`src/rtl/spi_hold_pkg.sv`:
```
// Package: shared pin indices and reset levels for the pause synchroniser.
// Assumes pins are bundled into one vector in the order given by the indices.
package spi_hold_pkg;
    localparam int PIN_CS   = 0;
    localparam int PIN_SCK  = 1;
    localparam int PIN_HOLD = 2;
    localparam int PIN_SI   = 3;
    localparam int NUM_PINS = 4;
    // Idle level of each pin: deselected, clock low, no pause, data low.
    localparam logic [NUM_PINS-1:0] PIN_IDLE = 4'b0101;
endpackage

```
`src/rtl/shp_sync.sv`:
```
// Module: multi-stage synchroniser for a vector of asynchronous pins.
// Assumes each bit is independent; no bus coherence is guaranteed.
module shp_sync #(
    parameter int              WIDTH   = 4,
    parameter int              STAGES  = 2,
    parameter logic [WIDTH-1:0] RST_VAL = '0
) (
    input  logic             clk,
    input  logic             rst_n,
    input  logic [WIDTH-1:0] d,
    output logic [WIDTH-1:0] q
);
    logic [WIDTH-1:0] stg [STAGES];

    generate
        for (genvar s = 0; s < STAGES; s++) begin : g_stage
            if (s == 0) begin : g_first
                // First stage captures the raw pins.
                always_ff @(posedge clk) begin
                    if (!rst_n) stg[s] <= RST_VAL;
                    else        stg[s] <= d;
                end
            end else begin : g_next
                // Later stages let metastability settle.
                always_ff @(posedge clk) begin
                    if (!rst_n) stg[s] <= RST_VAL;
                    else        stg[s] <= stg[s-1];
                end
            end
        end
    endgenerate

    assign q = stg[STAGES-1];
endmodule

```
`src/rtl/shp_edge.sv`:
```
// Module: rise and fall detector for a vector of synchronised signals.
// Assumes inputs are already in the clk domain; strobes last one cycle.
module shp_edge #(
    parameter int              WIDTH   = 2,
    parameter logic [WIDTH-1:0] RST_VAL = '0
) (
    input  logic             clk,
    input  logic             rst_n,
    input  logic [WIDTH-1:0] sig,
    output logic [WIDTH-1:0] rise,
    output logic [WIDTH-1:0] fall
);
    logic [WIDTH-1:0] prev;

    // Remember last cycle's level for comparison.
    always_ff @(posedge clk) begin
        if (!rst_n) prev <= RST_VAL;
        else        prev <= sig;
    end

    assign rise = sig & ~prev;
    assign fall = ~sig & prev;
endmodule

```
`src/rtl/shp_hold_ctl.sv`:
```
// Module: pause state and strobe qualification.
// Assumes synchronised, active-low chip select and pause inputs. The pause
// state only moves while SCK is low, so a change made with SCK high takes
// effect on the next SCK fall.
module shp_hold_ctl (
    input  logic clk,
    input  logic rst_n,
    input  logic cs_n_s,
    input  logic sck_s,
    input  logic hold_n_s,
    input  logic sck_rise,
    input  logic sck_fall,
    input  logic cs_rise,
    input  logic so_oe_req,
    output logic hold_active,
    output logic shift_rise,
    output logic shift_fall,
    output logic so_oe,
    output logic xfer_abort
);
    logic hold_q;

    // Pause state: cleared by deselect, follows the pause line while SCK is low.
    always_ff @(posedge clk) begin
        if (!rst_n)      hold_q <= 1'b0;
        else if (cs_n_s) hold_q <= 1'b0;
        else if (!sck_s) hold_q <= ~hold_n_s;
    end

    // Strobes reach the engine only while selected and running; a fall that
    // starts a pause (pause line low) or ends one (hold_q high) is swallowed.
    assign shift_rise  = sck_rise & ~cs_n_s & ~hold_q;
    assign shift_fall  = sck_fall & ~cs_n_s & ~hold_q & hold_n_s;
    assign so_oe       = so_oe_req & ~cs_n_s & ~hold_q;
    assign xfer_abort  = cs_rise;
    assign hold_active = hold_q;

    a_r3_enter_low: assert property (@(posedge clk) disable iff (!rst_n)
        (!cs_n_s && !sck_s && !hold_n_s) |=> hold_active);
    a_r4_r6_defer_high: assert property (@(posedge clk) disable iff (!rst_n)
        (!cs_n_s && sck_s) |=> hold_active == $past(hold_active));
    a_r5_release_low: assert property (@(posedge clk) disable iff (!rst_n)
        (!cs_n_s && !sck_s && hold_n_s) |=> !hold_active);
    a_r8_no_strobe: assert property (@(posedge clk) disable iff (!rst_n)
        hold_active |-> (!shift_rise && !shift_fall));
    a_r9_so_off: assert property (@(posedge clk) disable iff (!rst_n)
        (hold_active || cs_n_s) |-> !so_oe);
    a_r10_desel_clears: assert property (@(posedge clk) disable iff (!rst_n)
        cs_n_s |=> !hold_active);
endmodule

```
`src/rtl/spi_hold_sync.sv`:
```
// Module: top of the SPI pause synchroniser.
// Assumes the system clock is several times faster than SCK, so each SCK
// phase is seen for at least two system-clock cycles after synchronisation.
module spi_hold_sync #(
    parameter int SYNC_STAGES = 2
) (
    input  logic clk,
    input  logic rst_n,
    input  logic cs_n_pin,
    input  logic sck_pin,
    input  logic hold_n_pin,
    input  logic si_pin,
    input  logic so_oe_req,
    output logic hold_active,
    output logic sel_active,
    output logic shift_rise,
    output logic shift_fall,
    output logic si_sync,
    output logic so_oe,
    output logic xfer_abort
);
    import spi_hold_pkg::*;

    localparam int EDGE_W = 2;  // bit 0: chip select, bit 1: serial clock

    logic [NUM_PINS-1:0] pins_raw, pins_s;
    logic [EDGE_W-1:0]   edge_in, edge_rise, edge_fall;

    assign pins_raw[PIN_CS]   = cs_n_pin;
    assign pins_raw[PIN_SCK]  = sck_pin;
    assign pins_raw[PIN_HOLD] = hold_n_pin;
    assign pins_raw[PIN_SI]   = si_pin;

    shp_sync #(.WIDTH(NUM_PINS), .STAGES(SYNC_STAGES), .RST_VAL(PIN_IDLE)) i_sync (
        .clk(clk), .rst_n(rst_n), .d(pins_raw), .q(pins_s)
    );

    assign edge_in = {pins_s[PIN_SCK], pins_s[PIN_CS]};

    shp_edge #(.WIDTH(EDGE_W), .RST_VAL({PIN_IDLE[PIN_SCK], PIN_IDLE[PIN_CS]})) i_edge (
        .clk(clk), .rst_n(rst_n), .sig(edge_in), .rise(edge_rise), .fall(edge_fall)
    );

    shp_hold_ctl i_ctl (
        .clk(clk), .rst_n(rst_n),
        .cs_n_s(pins_s[PIN_CS]), .sck_s(pins_s[PIN_SCK]), .hold_n_s(pins_s[PIN_HOLD]),
        .sck_rise(edge_rise[1]), .sck_fall(edge_fall[1]), .cs_rise(edge_rise[0]),
        .so_oe_req(so_oe_req),
        .hold_active(hold_active), .shift_rise(shift_rise), .shift_fall(shift_fall),
        .so_oe(so_oe), .xfer_abort(xfer_abort)
    );

    assign sel_active = ~pins_s[PIN_CS];
    assign si_sync    = pins_s[PIN_SI];
endmodule

```
`config.mk`:
```
export PLATFORM = sky130hd
export DESIGN_NAME = spi_hold_sync
export DESIGN_NICKNAME = d
export VERILOG_FILES = /design/src/rtl/spi_hold_pkg.sv /design/src/rtl/shp_sync.sv /design/src/rtl/shp_edge.sv /design/src/rtl/shp_hold_ctl.sv /design/src/rtl/spi_hold_sync.sv
export SDC_FILE = /design/constraint.sdc
export NUM_CORES = 1
export LEC_CHECK = 0
export BUFFER_PORTS_ARGS = -buffer_cell sky130_fd_sc_hd__buf_4
export CAP_MARGIN = 20
export CORE_AREA = 2 2 39 41
export CTS_CLUSTER_SIZE = 25
export DETAILED_ROUTE_END_ITERATION = 10
export DIE_AREA = 0 0 41 43
export PLACE_DENSITY_LB_ADDON = 0.08
export SYNTH_ARGS = -nofsm -noshare
export SYNTH_HDL_FRONTEND = slang
export SYNTH_SLANG_ARGS = --single-unit
```
`constraint.sdc`:
```
create_clock -name clk -period 0.86 [get_ports clk]
set_input_delay 0.129 -clock clk [delete_from_list [all_inputs] [get_ports clk]]
set_output_delay 0.129 -clock clk [all_outputs]
set_load 0.1 [all_outputs]
```
==> reports/metrics.yaml <==
synth-seq-cells: 11
cts_root_buffer: "clkbuf_4"
gp_congestion: 0.5412
reg2reg_slack_ns: 0.06
antenna_found_initial: 0
fin_crit_ns: 1.259
nFillCells: 136
crit_end: "shift_rise"
rows: 14
grt.total_usage_pct: 8.687
clockBufferDepth: 2
final_common_cell: "buf_4"
p_per_area_nw_per_um2: 1646
synth-simple-area-share_pct: 34.19
holdCritPathClass: "input pin to flop"
cp-start-kind: "flop"
seq_area_frac_synth_pct: 64.71
layout_setup_ws_ns: -0.3993
ir_drop_mv: 0.8747
postRouteAntennaNets: 0
netlist_instances: 30
ys_warn_count: 0
core_region_area_um2: 1384
cp.arrival_ns: 1.13
max-slew-margin-rel_pct: 86.64
numCtsBuffers: 3
drc: 0
synth-compound-area-share_pct: 0
synth_top_family_by_area: "simple AND/OR/NAND/NOR gates"
synthAdderAreaFrac_pct: 0
grt_max_degree: 11
worstSetupPathType: "flop to output port"
seq_area_um2: 231.5
htree_levels: 1
postCtsHoldBufs: 0
areaGrowthSynthToFinish_pct: 81.99
grt-ovfl-total: 0
finalMaxSlewViolations: 0
clk_pin_slew_worst_paths_ns: 0.06
multi_input_area_um2: 151.4
wl_met3_um: 50
totalNegativeSetupSlack_ns: -1.874
timing.fmax_mhz: 794.1
mappedNetlistArea_um2: 340.3
place_hpwl_um: 437.6
fin_crit_sh_pct: 146.4
routed_wl_um: 578
violations: "negative setup slack"
drtIter0Drc: 1
dieHeight_um: 43
nets: 57
grt_pass1_wl_um: 917
r2r_start: "i_sync.stg[1][2]$_SDFF_PN1_"
dr.pass1.iters: 2
ios: 14
met1_length_um: 207
syn_area_per_cell_um2: 11.34
grt_pass1_vias: 245
ys_types: 10
routedWlPerCell_um: 8.892
worstSetupEndpointType: "output port"
final_core_util_pct: 44.76
synth_xor_area_share_pct: 0
portBuffers: 13
status: "finished with violations"
vias_per_cell: 4.046
worst_pin_slew_ns: 0.1996
cts_tree: "done"
clock_latency_ns: 0.26
crit_start: "i_ctl.hold_active$_SDFFE_PP0N_"
hold_viol: 0
vias: 263
p_leak_uw: 0.0002488
mostFrequentLayoutCells: "buf_4, dfxtp_1, and2_1, buf_12, nand2b_1"
clkSinkCount: 11
reg2reg_depth: 3
skew_ns: 0.0005779
cp_max_fo: 3
max_cap_viol_count: 0
met2_length_um: 320
rsz0062_at_grt: "yes"
synth.net_count: 37
start_util_pct: 24.59
antenna_cells: 0
dr.max_layer_used: "met3"
r2r-end: "i_ctl.hold_active$_SDFFE_PP0N_"
die_area_um2: 1763
critPathRequiredTime_ns: 0.73
synthMuxAreaShare_pct: 0
finalSetupViolations: 7
fp.dieW_um: 41
final_layout_size_suffix_gt1_share_pct: 65.31
==> what timing repair did <==
item                                    4_1_cts  5_1_grt
setup buffers                                 1        0
gates resized for setup                      21        0
endpoints found under the setup margin        7        7
==> how the worst min path moves through the flow <==
stage	start	to	slack (ns)	cells after the start
6_report	cs_n_pin	i_sync.stg[0][0]$_SDFF_PN1_	0.05	2
5_1_grt	cs_n_pin	i_sync.stg[0][0]$_SDFF_PN1_	0.05	2
4_1_cts	cs_n_pin	i_sync.stg[0][0]$_SDFF_PN1_	0.04	2
3_5_place_dp	hold_n_pin	i_sync.stg[0][2]$_SDFF_PN1_	0.33	2
3_3_place_gp	hold_n_pin	i_sync.stg[0][2]$_SDFF_PN1_	0.31	2
2_1_floorplan	rst_n	i_sync.stg[1][0]$_SDFF_PN1_	0.20	1
==> sequential cells by signal (all words and copies together) (netlist names) <==
| signal | count |
|---|---|
| i_sync.stg | 8 |
| i_edge.prev | 2 |
| i_ctl.hold_active | 1 |
==> where the power goes <==
group          total [uW]  internal (uW)  switching, uW
combinational         142           64.0           78.2
sequential            539            526           12.4
clock                 339            179            159
==> worst max-delay path: stages (launching register included) <==
cell and delay, ns:
dfxtp_4 0.36, nor4b_4 0.25, buf_6 0.26
==> Yosys cell counts <==
cell / count / area [um^2]
nand2b_2: 1 / 8.760
nor3_2: 1 / 10.01
and2_1: 6 / 37.54
nor4b_1: 1 / 8.760
and3_1: 1 / 6.260
inv_1: 1 / 3.750
nor2_1: 2 / 7.510
nand2b_1: 4 / 25.02
nor2b_1: 2 / 12.51
dfxtp_1: 11 / 220.2
==> kinds of logic after synthesis <==
| family | Yosys count |
|---|---|
| buf+inv | 1 |
| simple gates | 18 |
| flops | 11 |
==> through the flow <==
stage               instances  total power [uW]  hold slack, ns  instance area (um^2)  setup WS, ns
floorplan                  30             627.6          0.2013                 382.9       -0.8297
global placement           60             670.1          0.3127                 508.0       -0.1993
detailed placement         60             673.7          0.3254                 508.0       -0.2266
CTS                        65              1045         0.04480                 619.3       -0.4276
global route               65              1072         0.04958                 619.3       -0.4711
finish                     65              1020         0.05270                 619.3       -0.3993
==> final cells by class <==
cell class	instances	share of cell area (%)
Tap cell	16	3.232
Clock buffer	4	4.242
Sequential cell	11	37.37
Timing Repair Buffer	15	29.49
Multi-Input combinational cell	18	24.44
Inverter	1	1.212
==> metal layers <==
layer  vias to the layer above  global-route usage, %
li1                        132                      -
met1                       118                  7.869
met2                        13                  11.88
met3                         0                  4.712
met4                         0                  10.00
met5                         -                      0
(Power assumes the default switching activity.)
